===== config.mk =====
export PLATFORM = sky130hd
export DESIGN_NAME = odr_line_repeater
export DESIGN_NICKNAME = d
export VERILOG_FILES = /design/src/rtl/odr_pkg.sv /design/src/rtl/odr_sync.sv /design/src/rtl/odr_edge_arb.sv /design/src/rtl/odr_xfer_fsm.sv /design/src/rtl/odr_line_repeater.sv
export SDC_FILE = /design/constraint.sdc
export NUM_CORES = 1
export LEC_CHECK = 0
export CORE_ASPECT_RATIO = 1.1
export CORE_MARGIN = 2
export CORE_UTILIZATION = 49
export DETAILED_ROUTE_END_ITERATION = 10
export PLACE_DENSITY = 0.83
export SYNTH_ARGS = -nofsm -noshare
export SYNTH_HDL_FRONTEND = slang
export SYNTH_SLANG_ARGS = --single-unit

===== constraint.sdc =====
create_clock -name clk -period 1.6 [get_ports clk]
set_clock_uncertainty 0.1 [all_clocks]
set_input_delay 0.24 -clock clk [delete_from_list [all_inputs] [get_ports clk]]
set_output_delay 0.24 -clock clk [all_outputs]
set_load 0.01 [all_outputs]

===== src/rtl/odr_pkg.sv =====
package odr_pkg;

   typedef enum logic [2:0] {
      ST_IDLE  = 3'd0,
      ST_WAIT  = 3'd1,
      ST_DRIVE = 3'd2,
      ST_BOOST = 3'd3,
      ST_HOLD  = 3'd4
   } rep_state_e;

   typedef enum logic {
      SIDE_CARD = 1'b0,
      SIDE_HOST = 1'b1
   } side_e;

   function automatic int unsigned cnt_width(input int unsigned depth);
      return (depth > 1) ? $clog2(depth) : 1;
   endfunction

endpackage


===== src/rtl/odr_sync.sv =====
module odr_sync #(
   parameter int   W       = 2,
   parameter int   STAGES  = 2,
   parameter logic RST_LVL = 1'b1
) (
   input  logic         clk,
   input  logic         rst_n,
   input  logic [W-1:0] din,
   output logic [W-1:0] dout
);
   localparam int CHAIN_W = W * STAGES;

   generate
      if (STAGES < 2) begin : g_bad_stages
         $error("odr_sync: STAGES must be at least 2");
      end
   endgenerate

   logic [CHAIN_W-1:0] chain;

   always_ff @(posedge clk or negedge rst_n) begin
      if (!rst_n) chain <= {CHAIN_W{RST_LVL}};
      else        chain <= {chain[CHAIN_W-W-1:0], din};
   end

   assign dout = chain[CHAIN_W-1 -: W];

endmodule


===== src/rtl/odr_edge_arb.sv =====
module odr_edge_arb
   import odr_pkg::*;
#(
   parameter bit CARD_WINS_TIE = 1'b1
) (
   input  logic       clk,
   input  logic       rst_n,
   input  logic       arm,
   input  logic [1:0] lvl_s,
   output logic       fall_seen,
   output side_e      winner
);
   logic [1:0] lvl_q;
   logic [1:0] fall;

   always_ff @(posedge clk or negedge rst_n) begin
      if (!rst_n) lvl_q <= 2'b11;
      else        lvl_q <= lvl_s;
   end

   assign fall      = lvl_q & ~lvl_s & {2{arm}};
   assign fall_seen = |fall;

   generate
      if (CARD_WINS_TIE) begin : g_card_first
         assign winner = fall[0] ? SIDE_CARD : SIDE_HOST;
      end else begin : g_host_first
         assign winner = fall[1] ? SIDE_HOST : SIDE_CARD;
      end
   endgenerate

endmodule


===== src/rtl/odr_xfer_fsm.sv =====
module odr_xfer_fsm
   import odr_pkg::*;
#(
   parameter int DELAY_CYC = 25
) (
   input  logic  clk,
   input  logic  rst_n,
   input  logic  fall_seen,
   input  side_e winner,
   input  logic  card_s,
   input  logic  host_s,
   output logic  arm,
   output logic  drv_card,
   output logic  drv_host,
   output logic  bst_card,
   output logic  bst_host
);
   localparam int CNT_W = cnt_width(DELAY_CYC);
   localparam int RUN_W = CNT_W + 1;
   localparam logic [CNT_W-1:0] CNT_LOAD = CNT_W'(DELAY_CYC - 1);

   rep_state_e       st, st_n;
   side_e            mst, mst_n;
   logic [CNT_W-1:0] cnt, cnt_n;
   logic             master_hi, quiet, cnt_zero;

   assign master_hi = (mst == SIDE_CARD) ? card_s : host_s;
   assign quiet     = card_s & host_s;
   assign cnt_zero  = (cnt == '0);

   always_comb begin
      st_n  = st;
      mst_n = mst;
      cnt_n = cnt;
      unique case (st)
         ST_IDLE: begin
            if (fall_seen) begin
               st_n  = ST_WAIT;
               mst_n = winner;
               cnt_n = CNT_LOAD;
            end
         end
         ST_WAIT: begin
            if (master_hi)     st_n = quiet ? ST_IDLE : ST_HOLD;
            else if (cnt_zero) st_n = ST_DRIVE;
            else               cnt_n = cnt - 1'b1;
         end
         ST_DRIVE: begin
            if (master_hi) begin
               st_n  = ST_BOOST;
               cnt_n = CNT_LOAD;
            end
         end
         ST_BOOST: begin
            if (cnt_zero) st_n = quiet ? ST_IDLE : ST_HOLD;
            else          cnt_n = cnt - 1'b1;
         end
         ST_HOLD: begin
            if (quiet) st_n = ST_IDLE;
         end
         default: st_n = ST_IDLE;
      endcase
   end

   always_ff @(posedge clk or negedge rst_n) begin
      if (!rst_n) begin
         st  <= ST_IDLE;
         mst <= SIDE_CARD;
         cnt <= '0;
      end else begin
         st  <= st_n;
         mst <= mst_n;
         cnt <= cnt_n;
      end
   end

   assign arm      = (st == ST_IDLE);
   assign drv_host = (st == ST_DRIVE) && (mst == SIDE_CARD);
   assign drv_card = (st == ST_DRIVE) && (mst == SIDE_HOST);
   assign bst_host = (st == ST_BOOST) && (mst == SIDE_CARD);
   assign bst_card = (st == ST_BOOST) && (mst == SIDE_HOST);

   // Length of the current booster pulse, kept for the pulse-width check.
   logic [RUN_W-1:0] bst_run;
   logic             bst_any;
   assign bst_any = bst_card | bst_host;

   always_ff @(posedge clk or negedge rst_n) begin
      if (!rst_n)       bst_run <= '0;
      else if (bst_any) bst_run <= bst_run + 1'b1;
      else              bst_run <= '0;
   end

   assert_boost_len_R7: assert property (@(posedge clk) disable iff (!rst_n)
      $fell(bst_any) |-> (bst_run == RUN_W'(DELAY_CYC)));

   assert_drive_after_delay_R2: assert property (@(posedge clk) disable iff (!rst_n)
      $rose(drv_card | drv_host) |-> ($past(st) == ST_WAIT));

   assert_hold_exit_R9: assert property (@(posedge clk) disable iff (!rst_n)
      (st == ST_HOLD && card_s && host_s) |=> (st == ST_IDLE));

   assert_hold_ignores_falls_R9: assert property (@(posedge clk) disable iff (!rst_n)
      (st == ST_HOLD && !(card_s && host_s)) |=> (st == ST_HOLD));

endmodule


===== src/rtl/odr_line_repeater.sv =====
module odr_line_repeater
   import odr_pkg::*;
#(
   parameter int DELAY_CYC     = 25,
   parameter int SYNC_STAGES   = 2,
   parameter bit CARD_WINS_TIE = 1'b1
) (
   input  logic clk,
   input  logic rst_n,
   input  logic card_line_i,
   input  logic host_line_i,
   output logic card_pull_n_o,
   output logic host_pull_n_o,
   output logic card_boost_o,
   output logic host_boost_o
);
   localparam int MIN_DELAY = SYNC_STAGES + 1;

   generate
      if (DELAY_CYC < MIN_DELAY) begin : g_bad_delay
         $error("odr_line_repeater: DELAY_CYC must cover the synchronizer latency");
      end
   endgenerate

   logic [1:0] lvl_s;
   logic       card_s, host_s;
   logic       arm, fall_seen;
   side_e      winner;
   logic       drv_card, drv_host, bst_card, bst_host;

   odr_sync #(
      .W       (2),
      .STAGES  (SYNC_STAGES),
      .RST_LVL (1'b1)
   ) u_sync (
      .clk  (clk),
      .rst_n(rst_n),
      .din  ({host_line_i, card_line_i}),
      .dout (lvl_s)
   );

   assign card_s = lvl_s[0];
   assign host_s = lvl_s[1];

   odr_edge_arb #(
      .CARD_WINS_TIE(CARD_WINS_TIE)
   ) u_arb (
      .clk      (clk),
      .rst_n    (rst_n),
      .arm      (arm),
      .lvl_s    (lvl_s),
      .fall_seen(fall_seen),
      .winner   (winner)
   );

   odr_xfer_fsm #(
      .DELAY_CYC(DELAY_CYC)
   ) u_fsm (
      .clk      (clk),
      .rst_n    (rst_n),
      .fall_seen(fall_seen),
      .winner   (winner),
      .card_s   (card_s),
      .host_s   (host_s),
      .arm      (arm),
      .drv_card (drv_card),
      .drv_host (drv_host),
      .bst_card (bst_card),
      .bst_host (bst_host)
   );

   assign card_pull_n_o = ~drv_card;
   assign host_pull_n_o = ~drv_host;
   assign card_boost_o  = bst_card;
   assign host_boost_o  = bst_host;

   assert_single_pull_R4: assert property (@(posedge clk) disable iff (!rst_n)
      !(!card_pull_n_o && !host_pull_n_o));

   assert_boost_exclusive_R7: assert property (@(posedge clk) disable iff (!rst_n)
      !(card_boost_o && (host_boost_o || !card_pull_n_o)) && !(host_boost_o && !host_pull_n_o));

   assert_host_release_R6: assert property (@(posedge clk) disable iff (!rst_n)
      (drv_host && card_s) |=> !drv_host);

   assert_card_release_R6: assert property (@(posedge clk) disable iff (!rst_n)
      (drv_card && host_s) |=> !drv_card);

   assert_reset_quiet_R1: assert property (@(posedge clk)
      !rst_n |=> (card_pull_n_o && host_pull_n_o && !card_boost_o && !host_boost_o));

endmodule


## Word-level counts from Yosys, hierarchy flattened

Cells that the tools add are included.

- Register bits: 15
- Word-level logic and storage cells: 49

- $add $sub $neg: 1
- Eq/ne operators: 10
- Multiplexer cells: 15
- Bitwise logic cells: 7
- Reductions and logical operators: 11

Operator list:

| operator | number |
|---|---|
| $mux 3 | 7 |
| $mux 5 | 4 |
| $pmux 5 s4 | 1 |
| $pmux 3 s5 | 1 |
| $eq 3x2->1 const B | 2 |
| $ne 2x1->1 const B | 3 |
| $logic_not 5->1 | 1 |
| $reduce_and 5->1 | 1 |
| $sub 5x1->5 const B | 1 |
| $and 2x2->2 | 2 |
| $logic_and 1x1->1 | 4 |
| $ne 2x2->1 const B | 2 |
| $reduce_and 4->1 | 1 |
| $reduce_bool 4->1 | 1 |
| $eq 3x1->1 const B | 1 |
| $eq 3x3->1 const B | 1 |
| $logic_not 3->1 | 1 |
| $ne 3x1->1 const B | 1 |
| $not 1->1 | 3 |
| $mux 1 | 2 |
| $not 2->2 | 1 |
| $reduce_and 2->1 | 1 |
| $reduce_or 2->1 | 1 |
| $and 1x1->1 | 1 |

## Logic depth before layout (Yosys ltp)

Gate-level depths: netlist of run 1.

- Word-level depth: 6
- Mapped depth: 6

## Cells and area by module

A second synthesis of run 1 with hierarchy kept.

- Cells, all modules: 72
- Area total of the unflattened synthesis: 799.5 µm²

Modules (own cells, without submodules):

| module | instances | cells each | area each (µm²) | sequential area each (µm²) |
|---|---|---|---|---|
| odr_xfer_fsm | 1 | 58 | 580.6 | 225.2 |
| odr_sync | 1 | 6 | 120.1 | 105.1 |
| odr_edge_arb | 1 | 6 | 91.3 | 52.6 |
| odr_line_repeater | 1 | 2 | 7.5 | 0.0 |

## Least setup slack after synthesis of run 1

OpenSTA, ideal clock, no wires.

- Path kind: register -> register
- Start: register u_fsm.cnt[0]
- End: register u_fsm.cnt[0]
- Library setup time: 0.125 ns
- Data arrival time: 1.488 ns
- Required time: 1.375 ns
- Setup slack: -0.113 ns
- Stages on the path, launching flop included: 7
- Buffers on the path: 0
- Clock period less this slack: 1.713 ns
- Path through: dfrtp_1 inv_1 ha_1 nor4b_2 nand2_1 o311ai_4 mux2_4

- Cells in the longest elaborated chain, start to end: 4
- Elaborated cells between the ends (all ways): 5
- Those cells by class: add/sub (1); mux (3); reduce/logical (1)

Ends and longest elaborated chain:

| what | line | text |
|---|---|---|
| start: declaration | odr_xfer_fsm.sv:24 | `logic [CNT_W-1:0] cnt, cnt_n;` |
| start signal: assignment | odr_xfer_fsm.sv:73 | `cnt <= cnt_n;` |
| $sub 5x1->5 / $logic_not 5->1 (equally long branches) | odr_xfer_fsm.sv:46, odr_xfer_fsm.sv:56, odr_xfer_fsm.sv:29 |  |
| $mux 5 (*) | odr_xfer_fsm.sv:45, odr_xfer_fsm.sv:55 |  |
| $mux 5 | odr_xfer_fsm.sv:44 | `if (master_hi) st_n = quiet ? ST_IDLE : ST_HOLD;` |
| $pmux 5 s4 (*) | odr_xfer_fsm.sv:35 | `unique case (st)` |

Every way passes the cells marked *; elsewhere a longest branch is shown, timed or not. The select of a mux whose other input is x is not followed.
A chain may end at the register's enable or synchronous reset.

## Worst setup path after layout of run 1

- Start: register u_fsm.st[0]
- End: register u_fsm.cnt[0]

- Cells in the longest elaborated chain, start to end: 5
- Elaborated cells between the ends (all ways): 12
- Those cells by class: eq/ne (6); mux (1); bitwise (1); reduce/logical (4)

Ends and longest elaborated chain:

| what | line | text |
|---|---|---|
| start: declaration | odr_xfer_fsm.sv:22 | `rep_state_e st, st_n;` |
| start signal: assignment | odr_xfer_fsm.sv:71 | `st <= st_n;` |
| $logic_not 3->1 | odr_xfer_fsm.sv:35, odr_xfer_fsm.sv:77 |  |
| $and 2x2->2 | odr_edge_arb.sv:21 | `assign fall = lvl_q & ~lvl_s & {2{arm}};` |
| $reduce_or 2->1 | odr_edge_arb.sv:22 | `assign fall_seen = \|fall;` |
| $ne 2x2->1 (no line) | -- |  |
| $reduce_and 4->1 (no line) | -- |  |

Several ways; a longest one is shown, not always the timed one.

==> results by group, run 1 <==
Outcome
  • Outcome: complete, but fails checks
  • Violations in the final reports: negative setup slack

Worst setup path
  • Critical path depth: 6
  • Type of element capturing the critical path: flip-flop
  • Arrival time of data at the critical path endpoint: 1.82 ns
  • Reg2Reg Depth: 6
  • Cell at the slowest stage of the critical path: sky130_fd_sc_hd__dfrtp_1
  • Critical Path Source Type: flip-flop
  • Crit path kind: reg -> reg
  • WP data required: approximately 1.7 ns
  • Crit Path Max Fanout: 5
  • Chain of cells forming the critical path: buf_6 -> inv_4 -> buf_4 -> nor2_2 -> o311ai_4 -> mux2_4
  • Delay contributed by the slowest stage of the critical path: around 0.45 ns
  • Gate family responsible for the most delay along the worst path: flip-flops
  • Crit path buf inv count: 3

STA
  • Timing-limited maximum frequency: about 0.58 GHz
  • Post-Route Setup TNS: -0.571 ns
  • Worst-case headroom to the max-slew limit: 0.777
  • Final critical delay including setup and external delays: between 1.5 and 2 ns
  • Hold_ws: between 0.1 and 0.15 ns
  • Final slew viol count: 0
  • Final period utilization: 1.08
  • Final setup margin: -0.134 ns
  • Number of failing setup endpoints in the final timing report: 8
  • Unrepaired setup endpoints after global routing: yes
  • Actual slew at the worst max-slew pin: 0.330 ns
  • Hold Fails Final Rpt: 0

Clocking
  • Total clock buffers created by CTS: 3
  • Clock network latency to the later pin of the worst-skew pair: approximately 0.3 ns
  • CTS tree: built
  • Clock transition at the register clock pins on the worst setup and hold paths after CTS: about 0.090 ns
  • Buffers from clock root to sink, at most: 2
  • CTS Root Buffer Type: sky130_fd_sc_hd__clkbuf_4
  • Clk sink count: 15
  • H-Tree Level Count: 1

Finish
  • Area taken by multi-input logic gates: about 540 um^2
  • Total Nets Final: roughly 130
  • # diodes: 0
  • Synthesis-to-finish area growth: 46.6%
  • Fillers: approximately 120
  • Fraction of final layout cells sized beyond drive strength 1: 0.622
  • Total area of sequential cells: around 380 um^2

Global routing
  • Pin count of the biggest net entering global routing: 16
  • Antenna violations before repair: 0
  • Vias in the first global route: about 840
  • Global router's overall resource usage: 0.250
  • Global-route congestion overflow total: 0
  • Global-route wire length before repair: 3950 um

Synth
  • Async set-reset flop share out of synthesis: 1.00
  • Post-synth design cell area: roughly 890 um^2
  • Number of synthesized flops with an enable pin: 0
  • Synth Register Bits: 15
  • Main synth FF type: sky130_fd_sc_hd__dfrtp_1
  • Mean Syn Cell Area: ~11 um^2
  • Number of distinct library cell variants in the gate-level netlist after synthesis: 39
  • Yosys warnings: 0
  • Gate Count Post-Synth: 81
  • Syn nets: 86
  • Register area share after synthesis: 0.432

Drt
  • Iter 0 DRT Violations: 19
  • First drt pass iteration count: 4
  • Total number of vias: slightly above 800
  • Post-Route WL: 2340 um
  • Number of routed nets with antenna violations: 0
  • DR vias/cell: slightly below 6
  • Wire length per cell after detailed routing: around 17 um
  • Remaining routing DRC violations: 0

Power and ir drop
  • Power per unit of standard cell area: around 1800 nW/um^2
  • Leakage power of the design: around 0.58 nW
  • Highest ir drop seen on vdd: 0.000966 V

Place
  • Total half-perimeter wirelength after legalization and detailed placement: 1490 um
  • Setup WS pre-CTS: -0.121 ns
  • Routability Congestion: roughly 0.8
  • Buffers on Ports: 7

Floorplanning
  • Area inside the core boundary: ~1700 um^2
  • Placement row count: 16
  • Die span in x: 44.5 um
  • Initial cell density of the core: 0.509
  • Boundary Pins: 8
  • Chip Height: between 40 and 50 um
  • Full die area: 2160 um^2

Job
  • Max-Cap Viols: 0

Min path
  • Path class of the lowest-slack min-delay path: in -> async
routing by layer:
layer,wire (um),track usage,vias up
met2,1170,0.382,38
met3,164,0.0410,11
met4,89,0.131,0
met1,917,0.333,389
met5,0,0,-
li1,-,-,370
stage by stage:
stage	instances	power, mW	cell area, um^2	util
floorplan	81	1.34	895	-
global placement	126	1.70	1130	0.648
detailed placement	126	1.75	1130	0.648
CTS	135	2.11	1230	0.708
global route	137	2.46	1300	0.746
finish	137	2.34	1300	0.746
kinds of logic after synthesis:
logic type | after synthesis | share of synthesized area
adder cells (fa/ha/maj) | 1 | 0.0141
multiplexers | 7 | 0.110
flip-flops | 15 | 0.432
AND/OR/NAND/NOR | 29 | 0.195
buffers and inverters | 9 | 0.0650
AO/OA/AOI/OAI | 20 | 0.184
worst paths after layout:
| check | slack (ns) | endpoint | start |
|---|---|---|---|
| max | -0.13 | u_fsm.cnt[0]$_DFFE_PN0P_ | u_fsm.st[0]$_DFFE_PN0P_ |
| min | 0.14 | u_fsm.cnt[1]$_DFFE_PN0P_ | rst_n |
| max reg2reg | -0.13 | u_fsm.cnt[0]$_DFFE_PN0P_ | u_fsm.st[0]$_DFFE_PN0P_ |
| min reg2reg | 0.26 | u_sync.chain[3]$_DFF_PN1_ | u_sync.chain[1]$_DFF_PN1_ |
| max in group asynchronous | 1.01 | u_arb.lvl_q[1]$_DFF_PN1_ | rst_n |
| min in group clk | 0.25 | u_sync.chain[0]$_DFF_PN1_ | card_line_i |
registers in the layout, indices dropped and copies added (netlist names):
register,flops
u_arb.lvl_q,2
u_fsm.cnt,5
u_fsm.st,3
u_fsm.mst,1
u_sync.chain,4
power by group:
group	internal (mW)	switching [mW]	total [mW]	leakage, nW
clock network	0.0973	0.125	0.222	0.0150
registers	0.487	0.136	0.623	0.173
logic	0.828	0.665	1.49	0.388
repair_timing:
action	4_1_cts	5_1_grt
setup buffers	5	2
endpoints found under the setup margin	12	12
resized for setup	24	21
hold buffers	0	0
pin swaps	6	8
gates cloned	0	0
worst register-to-register path, stage by stage (launching register included):
cell and delay [ns]:
sky130_fd_sc_hd__dfrtp_1 0.45, sky130_fd_sc_hd__buf_6 0.16, sky130_fd_sc_hd__inv_4 0.07, sky130_fd_sc_hd__buf_4 0.12, sky130_fd_sc_hd__nor2_2 0.05, sky130_fd_sc_hd__o311ai_4 0.33
sky130_fd_sc_hd__mux2_4 0.34
synth_stat cells, types with 2 or more instances:
cell	count	area share
sky130_fd_sc_hd__nor2_1	7	0.030
sky130_fd_sc_hd__nor3_1	2	0.011
sky130_fd_sc_hd__dfstp_2	6	0.18
sky130_fd_sc_hd__nor2b_1	2	0.014
sky130_fd_sc_hd__o31ai_1	2	0.017
sky130_fd_sc_hd__nand2_1	4	0.017
sky130_fd_sc_hd__o21ai_0	2	0.011
sky130_fd_sc_hd__a21oi_1	5	0.028
sky130_fd_sc_hd__nand3b_1	3	0.025
sky130_fd_sc_hd__or3_1	2	0.014
sky130_fd_sc_hd__inv_1	4	0.017
sky130_fd_sc_hd__mux2i_1	3	0.034
sky130_fd_sc_hd__buf_6	3	0.038
sky130_fd_sc_hd__mux2_4	3	0.051
sky130_fd_sc_hd__dfrtp_1	9	0.25
placed cells by master, fill, tap and decap left out, types with 2 or more instances in the layout:
| cell type | n |
|---|---|
| sky130_fd_sc_hd__a21oi_1 | 5 |
| sky130_fd_sc_hd__buf_4 | 27 |
| sky130_fd_sc_hd__buf_6 | 5 |
| sky130_fd_sc_hd__clkbuf_2 | 2 |
| sky130_fd_sc_hd__clkbuf_4 | 3 |
| sky130_fd_sc_hd__clkdlybuf4s50_1 | 3 |
| sky130_fd_sc_hd__dfrtp_1 | 8 |
| sky130_fd_sc_hd__dfstp_2 | 6 |
| sky130_fd_sc_hd__inv_1 | 2 |
| sky130_fd_sc_hd__inv_2 | 2 |
| sky130_fd_sc_hd__mux2_4 | 3 |
| sky130_fd_sc_hd__mux2i_1 | 2 |
| sky130_fd_sc_hd__nand2_1 | 2 |
| sky130_fd_sc_hd__nand2_2 | 2 |
| sky130_fd_sc_hd__nand3b_1 | 3 |
| sky130_fd_sc_hd__nor2_1 | 5 |
| sky130_fd_sc_hd__nor2_4 | 2 |
| sky130_fd_sc_hd__nor2b_2 | 2 |
| sky130_fd_sc_hd__nor3_2 | 2 |
| sky130_fd_sc_hd__o31ai_1 | 2 |
| sky130_fd_sc_hd__or3_4 | 2 |
cell type report:
class	instances	share of cell area
sequential	15	0.296
inverter	5	0.0164
timing repair buffer	38	0.234
clock buffer	4	0.0202
multi-input combinational	57	0.416
tap	18	0.0173
Note: power is estimated with default switching activity, not from simulation.
==> inputs of run 2 (changes only) <==
--- a/config.mk
+++ b/config.mk
@@ -5,11 +5,12 @@
 export SDC_FILE = /design/constraint.sdc
 export NUM_CORES = 1
 export LEC_CHECK = 0
+export ABC_AREA = 1
 export CORE_ASPECT_RATIO = 1.1
 export CORE_MARGIN = 2
 export CORE_UTILIZATION = 49
 export DETAILED_ROUTE_END_ITERATION = 10
-export PLACE_DENSITY = 0.83
+export PLACE_DENSITY = 0.84
 export SYNTH_ARGS = -nofsm -noshare
 export SYNTH_HDL_FRONTEND = slang
 export SYNTH_SLANG_ARGS = --single-unit
==> run 2 against run 1 <==
Compared with the run above: non-clock buffer count shrank 22; synthesized cell count grew 25%; fmax grew 8.7%; global-route usage shrank 6.4 points; register-to-register slack gained 0.25 ns; the flow now finishes without violations; combinational power shrank 24%.
==> results by group, run 2 <==
Finish
  • Most frequent cells in the layout: sky130_fd_sc_hd__nand2_1, sky130_fd_sc_hd__inv_1, sky130_fd_sc_hd__dfrtp_1
  • Leading cell type in the layout, fill and taps excluded: sky130_fd_sc_hd__nand2_1
  • Synthesis-to-finish area growth: 20.2%
  • Biggest regs: u_fsm.cnt (5), u_sync.chain (4), u_fsm.st (3)
  • Final cell count without fillers: around 140
  • # diodes: 0
  • Max FFs per register: 5
  • Total Nets Final: 127
  • Fraction of final layout cells sized beyond drive strength 1: 0.331
  • Register with the highest flop count: u_fsm.cnt
  • Design Area, Final: 1020 um^2
  • Fillers: roughly 150

STA
  • Hold Fails Final Rpt: 0
  • Final slew viol count: 0
  • Final critical delay including setup and external delays: between 1.5 and 2 ns
  • Timing-limited maximum frequency: roughly 0.63 GHz
  • Final period utilization: 0.997
  • Number of failing setup endpoints in the final timing report: 0
  • Unrepaired setup endpoints after global routing: yes
  • Final setup margin: 0.00521 ns
  • Worst-case headroom to the max-slew limit: 0.798
  • Actual slew at the worst max-slew pin: slightly above 0.3 ns
  • Hold_ws: roughly 0.15 ns

Floorplanning
  • Die span in x: between 40 and 50 um
  • Area inside the core boundary: 1600 um^2
  • Boundary Pins: 8
  • Chip Height: between 40 and 50 um
  • Full die area: about 2100 um^2
  • Initial cell density of the core: 0.533
  • Placement row count: 15

Clocking
  • H-Tree Level Count: 1
  • Buffers from clock root to sink, at most: 2
  • Total clock buffers created by CTS: 3
  • CTS tree: built
  • Clk sink count: 15
  • CTS Root Buffer Type: sky130_fd_sc_hd__clkbuf_4
  • Hold-fix buffers at CTS: 0
  • Clock network latency to the later pin of the worst-skew pair: about 0.29 ns
  • Clock transition at the register clock pins on the worst setup and hold paths after CTS: about 0.09 ns

Synth
  • Main synth FF type: sky130_fd_sc_hd__dfrtp_1
  • Post-synth design cell area: 850 um^2
  • Number of synthesized flops with an enable pin: 0
  • Mean Syn Cell Area: 8.41 um^2
  • Synth Register Bits: 15
  • Async set-reset flop share out of synthesis: 1.00
  • Yosys top cell by area: sky130_fd_sc_hd__dfrtp_1
  • Portion of synthesized cell area occupied by the leading cell type: 0.265
  • Synth cell count leaders: sky130_fd_sc_hd__nand2_1, sky130_fd_sc_hd__inv_1, sky130_fd_sc_hd__dfrtp_1, sky130_fd_sc_hd__nor2_1, sky130_fd_sc_hd__nand4_1
  • Yosys warnings: 0
  • Most frequent cell after synthesis: sky130_fd_sc_hd__nand2_1
  • Syn nets: between 100 and 150
  • Gate Count Post-Synth: around 100
  • Number of distinct library cell variants in the gate-level netlist after synthesis: 21
  • Register area share after synthesis: 0.451
  • Synth area leaders: sky130_fd_sc_hd__dfrtp_1, sky130_fd_sc_hd__dfstp_2, sky130_fd_sc_hd__nand2_1, sky130_fd_sc_hd__nand4_1, sky130_fd_sc_hd__inv_1

Drt
  • Remaining routing DRC violations: 0
  • Iter 0 DRT Violations: 16
  • DR vias/cell: 5.13
  • First drt pass iteration count: 4
  • Total number of vias: 708
  • Number of routed nets with antenna violations: 0
  • Post-Route WL: 1610 um
  • Wire length per cell after detailed routing: about 12 um

Power and ir drop
  • Highest ir drop seen on vdd: 0.000922 V
  • Power per unit of standard cell area: ~1900 nW/um^2
  • Leakage power of the design: about 0.53 nW
  • Tot Pwr: between 1.5 and 2 mW

Global routing
  • Vias in the first global route: approximately 660
  • Antenna violations before repair: 0
  • Global-route congestion overflow total: 0
  • Global router's overall resource usage: 0.186
  • Global-route wire length before repair: about 2700 um
  • Pin count of the biggest net entering global routing: 16

Worst setup path
  • Cell at the slowest stage of the critical path: sky130_fd_sc_hd__dfrtp_1
  • Arrival time of data at the critical path endpoint: ~1.3 ns
  • Crit Path Max Fanout: 2
  • Crit path kind: reg -> out
  • Delay contributed by the slowest stage of the critical path: slightly above 0.4 ns
  • Critical Path Source Type: flip-flop
  • WP data required: ~1.3 ns
  • Type of element capturing the critical path: output pin
  • Chain of cells forming the critical path: buf_6 -> inv_2 -> nand2_2 -> inv_2 -> nand2_2 -> nor2_1 -> buf_2
  • Minimum setup slack among reg-to-reg paths: roughly 0.12 ns

Place
  • Total half-perimeter wirelength after legalization and detailed placement: around 1200 um
  • Buffers on Ports: 7
  • Placement Cell Area: 986 um^2
  • Placed Instances: between 100 and 150
  • Setup WS pre-CTS: about 0.0053 ns
  • Routability Congestion: ~0.78

Min path
  • Path class of the lowest-slack min-delay path: in -> async

Outcome
  • Outcome: complete, no violations

Job
  • Max-Cap Viols: 0
==> run 2: changes by cell type in the layout (fill, tap and decap cells not counted), sizes merged, moves of 4 or more <==
| cell | delta |
|---|---|
| buf | -22 |
| inv | +10 |
| mux2i | -4 |
| nand2 | +34 |
| nand3 | +5 |
| nand4 | +8 |
| nor2 | +4 |
==> run 2: metal layers <==
metal  routed length [um]  share of wire  track usage  up-vias
met3                   58          0.036       0.0340        5
met4                   40          0.025        0.109        0
li1                     -              -            -      363
met5                    0              0            0        -
met1                  698           0.43        0.217      327
met2                  811           0.50        0.326       13
==> run 2: cells by family (layout without fill, tap and decap cells) <==
kind of cell	Yosys count	count (layout)	share of synthesized area
DFF	15	15	0.451
AOI/OAI and AO/OA	6	6	0.0545
buffers and inverters	15	35	0.0663
and+or+nand+nor	64	64	0.414
adders and majority gates	1	1	0.0147
==> run 2: stage by stage <==
stage	utilization	TNS, ns
floorplan	-	0
global placement	0.618	0
detailed placement	0.618	0
CTS	0.638	-0.0121
global route	0.640	-0.110
finish	0.640	0
==> run 2: final timing paths <==
kind / startpoint / endpoint / depth (start not counted)
min in group clk: u_sync.chain[1]$_DFF_PN1_ / u_sync.chain[3]$_DFF_PN1_ / 0
hold reg to reg: u_sync.chain[1]$_DFF_PN1_ / u_sync.chain[3]$_DFF_PN1_ / 0
setup reg to reg: u_fsm.st[2]$_DFFE_PN0P_ / u_fsm.cnt[0]$_DFFE_PN0P_ / 9
hold / removal: rst_n / u_fsm.st[0]$_DFFE_PN0P_ / 2
setup / recovery: u_fsm.st[2]$_DFFE_PN0P_ / host_boost_o / 7
max in group asynchronous: rst_n / u_sync.chain[3]$_DFF_PN1_ / 2
==> run 2: where the power goes <==
group | switching (mW) | leakage (nW) | internal, mW
sequential | 0.104 | 0.174 | 0.499
clock | 0.115 | 0.0150 | 0.0970
combinational | 0.670 | 0.338 | 0.458
total | 0.890 | 0.528 | 1.05
==> run 2: layout make-up <==
cell class / instances / area, um^2 / share of cell area
tap: 17 / 21.3 / 0.0208
inverter: 15 / 56.3 / 0.0551
timing repair buffer: 16 / 121 / 0.119
multi-input combinational: 71 / 413 / 0.404
clock buffer: 4 / 26.3 / 0.0257
sequential: 15 / 383 / 0.375
==> run 2: timing repair <==
| item | CTS | global route |
|---|---|---|
| pin swaps | 1 | 3 |
| endpoints found under the hold margin | 0 | 0 |
| resized for setup | 12 | 4 |
| setup buffers | 2 | 1 |
| endpoints found under the setup margin | 4 | 4 |
==> run 2: worst max-delay path, delay by kind of cell (launching register included) <==
kind,cells,cell delay (ns)
flip-flops,1,0.41
buffers and inverters,4,0.37
AND/OR/NAND/NOR,3,0.20
==> inputs of run 3 (changes only) <==
--- a/config.mk
+++ b/config.mk
@@ -8,9 +8,9 @@
 export ABC_AREA = 1
 export CORE_ASPECT_RATIO = 1.1
 export CORE_MARGIN = 2
-export CORE_UTILIZATION = 49
+export CORE_UTILIZATION = 56
 export DETAILED_ROUTE_END_ITERATION = 10
-export PLACE_DENSITY = 0.84
+export PLACE_DENSITY = 0.89
 export SYNTH_ARGS = -nofsm -noshare
 export SYNTH_HDL_FRONTEND = slang
 export SYNTH_SLANG_ARGS = --single-unit
==> constraint.sdc (replaced) <==
create_clock -name clk -period 2 [get_ports clk]
set_clock_uncertainty 0.1 [all_clocks]
set_input_delay 0.3 -clock clk [delete_from_list [all_inputs] [get_ports clk]]
set_output_delay 0.3 -clock clk [all_outputs]
set_load 0.01 [all_outputs]
==> run 3 against run 2 <==
Compared with the run above: sequential share of layout area grew 1.2 points; non-clock buffer count fell by 7; wire length is 3.0% higher; via count grew 0.71%; first-iteration DRC count rose by 69%; critical path depth shrank 1; worst hold slack improved by 0.11 ns; combinational power fell by 26%; clock power is 22% lower; register-to-register slack gained 0.38 ns; largest power group unchanged.
==> results by group, run 3 (synthesis gave the netlist of run 2 again) <==
Power and ir drop
  • Part of the total power dissipated in combinational logic: 0.554
  • Power per unit of standard cell area: approximately 1500 nW/um^2
  • Power Internal: roughly 0.78 mW
  • Part of the total power dissipated in sequential elements: 0.336
  • Tot Pwr: ~1.5 mW
  • Highest ir drop seen on vdd: 0.000953 V
  • P_sw: 0.724 mW
  • Leakage power of the design: ~0.50 nW
  • Clock network power share: 0.110
  • Fraction of power spent switching nets: 0.483

Worst setup path
  • Crit Path Max Fanout: 6
  • Crit path kind: reg -> out
  • Crit path buf inv count: 3
  • WP data required: 1.60 ns
  • Chain of cells forming the critical path: inv_2 -> nand2_2 -> inv_4 -> nand2_1 -> nor2_1 -> dlygate4sd2_1
  • Type of element capturing the critical path: output pin
  • Arrival time of data at the critical path endpoint: 1.41 ns
  • Critical Path Source Type: flip-flop
  • Cell at the slowest stage of the critical path: sky130_fd_sc_hd__dfrtp_2
  • Delay contributed by the slowest stage of the critical path: between 0.4 and 0.5 ns
  • Gate family responsible for the most delay along the worst path: flip-flops

Drt
  • Post-Route WL: roughly 1700 um
  • Number of routed nets with antenna violations: 0
  • Remaining routing DRC violations: 0
  • Wire length per cell after detailed routing: 12.8 um
  • Iter 0 DRT Violations: 27
  • DR vias/cell: 5.48
  • First drt pass iteration count: 4
  • Total number of vias: about 700

Finish
  • Most frequent cells in the layout: sky130_fd_sc_hd__nand2_1, sky130_fd_sc_hd__inv_1, sky130_fd_sc_hd__nor2_1, sky130_fd_sc_hd__dfrtp_1, sky130_fd_sc_hd__nand4_1
  • Total area of sequential cells: roughly 380 um^2
  • Biggest regs: u_fsm.cnt (5), u_sync.chain (4), u_fsm.st (3)
  • Max FFs per register: 5
  • Leading cell type in the layout, fill and taps excluded: sky130_fd_sc_hd__nand2_1
  • Fraction of final layout cells sized beyond drive strength 1: 0.263
  • Fillers: 110
  • # diodes: 0
  • Area taken by multi-input logic gates: 415 um^2
  • Utilization after layout: 0.709
  • Final cell count without fillers: 130
  • Synthesis-to-finish area growth: 16.9%
  • Register with the highest flop count: u_fsm.cnt
  • Total Nets Final: 120

STA
  • Hold_ws: between 0.2 and 0.3 ns
  • Post-Route Setup TNS: 0 ns
  • Final slew viol count: 0
  • Final period utilization: 0.907
  • Final critical delay including setup and external delays: 1.81 ns
  • Hold Fails Final Rpt: 0
  • Timing-limited maximum frequency: roughly 0.55 GHz
  • Actual slew at the worst max-slew pin: just over 0.6 ns
  • Worst-case headroom to the max-slew limit: 0.588
  • Unrepaired setup endpoints after global routing: no
  • Number of failing setup endpoints in the final timing report: 0

Clocking
  • Clk sink count: 15
  • CTS tree: built
  • Buffers from clock root to sink, at most: 2
  • H-Tree Level Count: 1
  • Clock transition at the register clock pins on the worst setup and hold paths after CTS: ~0.080 ns
  • CTS Root Buffer Type: sky130_fd_sc_hd__clkbuf_4
  • Total clock buffers created by CTS: 3
  • Clock network latency to the later pin of the worst-skew pair: between 0.2 and 0.3 ns

Job
  • Max-Cap Viols: 0

Global routing
  • Global router's overall resource usage: 0.219
  • Antenna violations before repair: 0
  • Pin count of the biggest net entering global routing: 16
  • Global-route congestion overflow total: 0
  • Global-route wire length before repair: between 2000 and 3000 um
  • Vias in the first global route: approximately 670

Floorplanning
  • Full die area: 1840 um^2
  • Die span in x: 41.1 um
  • Boundary Pins: 8
  • Area inside the core boundary: approximately 1400 um^2
  • Initial cell density of the core: 0.606
  • Chip Height: 44.9 um
  • Placement row count: 14

Min path
  • Path class of the lowest-slack min-delay path: reg -> reg

Place
  • Total half-perimeter wirelength after legalization and detailed placement: between 1000 and 1500 um
  • Routability Congestion: 0.794
  • Placed Instances: roughly 120
  • Buffers on Ports: 7

Outcome
  • Outcome: complete, no violations
run 3: changes by cell type in the layout (fill, tap and decap cells not counted), sizes merged:
cell          delta
clkinv           +1
clkbuf           -3
dlymetal6s2s     +2
buf              -9
dlygate4sd2      +2
run 3: through the flow:
stage                     area, um^2  worst slack, ns
after floorplan                  850            0.668
final                            993            0.186
after CTS                        983           0.0150
after global routing             993           0.0961
after global placement           940            0.227
after detailed placement         940            0.158
run 3: area by class of cell:
| cell class | instances | share of cell area |
|---|---|---|
| clock buffer | 3 | 0.0227 |
| clock inverter | 1 | 0.00504 |
| inverter | 15 | 0.0592 |
| multi-input combinational | 71 | 0.418 |
| sequential | 15 | 0.387 |
| tap | 16 | 0.0202 |
| timing repair buffer | 9 | 0.0882 |
run 3: layer usage:
layer,up-vias,global-route usage,wire length (um)
met1,335,0.256,703
met5,-,0,0
met2,20,0.359,855
met3,6,0.0345,63
met4,0,0.142,35
li1,352,-,-
run 3: worst reg2reg max path, cell delays in order, from the launching register on:
cell and delay, ns:
sky130_fd_sc_hd__dfrtp_1 0.41, sky130_fd_sc_hd__inv_1 0.12, sky130_fd_sc_hd__ha_1 0.29, sky130_fd_sc_hd__nand3_1 0.14, sky130_fd_sc_hd__nand3_1 0.15, sky130_fd_sc_hd__nand2_1 0.08, sky130_fd_sc_hd__nand2_1 0.06, sky130_fd_sc_hd__nand2_1 0.05
run 3: power by group through the flow:
stage | clock network [mW] | logic (mW) | registers (mW)
after floorplan | 0 | 0.644 | 0.477
after global placement | 0 | 0.768 | 0.493
after detailed placement | 0 | 0.811 | 0.502
after CTS | 0.171 | 0.832 | 0.494
after global routing | 0.186 | 0.933 | 0.512
final | 0.165 | 0.832 | 0.504
run 3: repair_timing:
action	in CTS	in global routing
setup buffers	2	0
resized for setup	4	3
hold buffers	0	0
endpoints found under the setup margin	4	2
pin swaps	0	1
run 3: worst paths after layout:
check | depth (start not counted) | start | to | slack [ns]
setup / recovery | 6 | u_fsm.st[2]$_DFFE_PN0P_ | host_boost_o | 0.19
hold / removal | 0 | u_sync.chain[1]$_DFF_PN1_ | u_sync.chain[3]$_DFF_PN1_ | 0.26
setup reg to reg | 7 | u_fsm.cnt[0]$_DFFE_PN0P_ | u_fsm.st[1]$_DFFE_PN0P_ | 0.50
hold reg to reg | 0 | u_sync.chain[1]$_DFF_PN1_ | u_sync.chain[3]$_DFF_PN1_ | 0.26
max in group asynchronous | 1 | rst_n | u_fsm.st[2]$_DFFE_PN0P_ | 1.06
min in group asynchronous | 1 | rst_n | u_fsm.cnt[4]$_DFFE_PN0P_ | 0.30
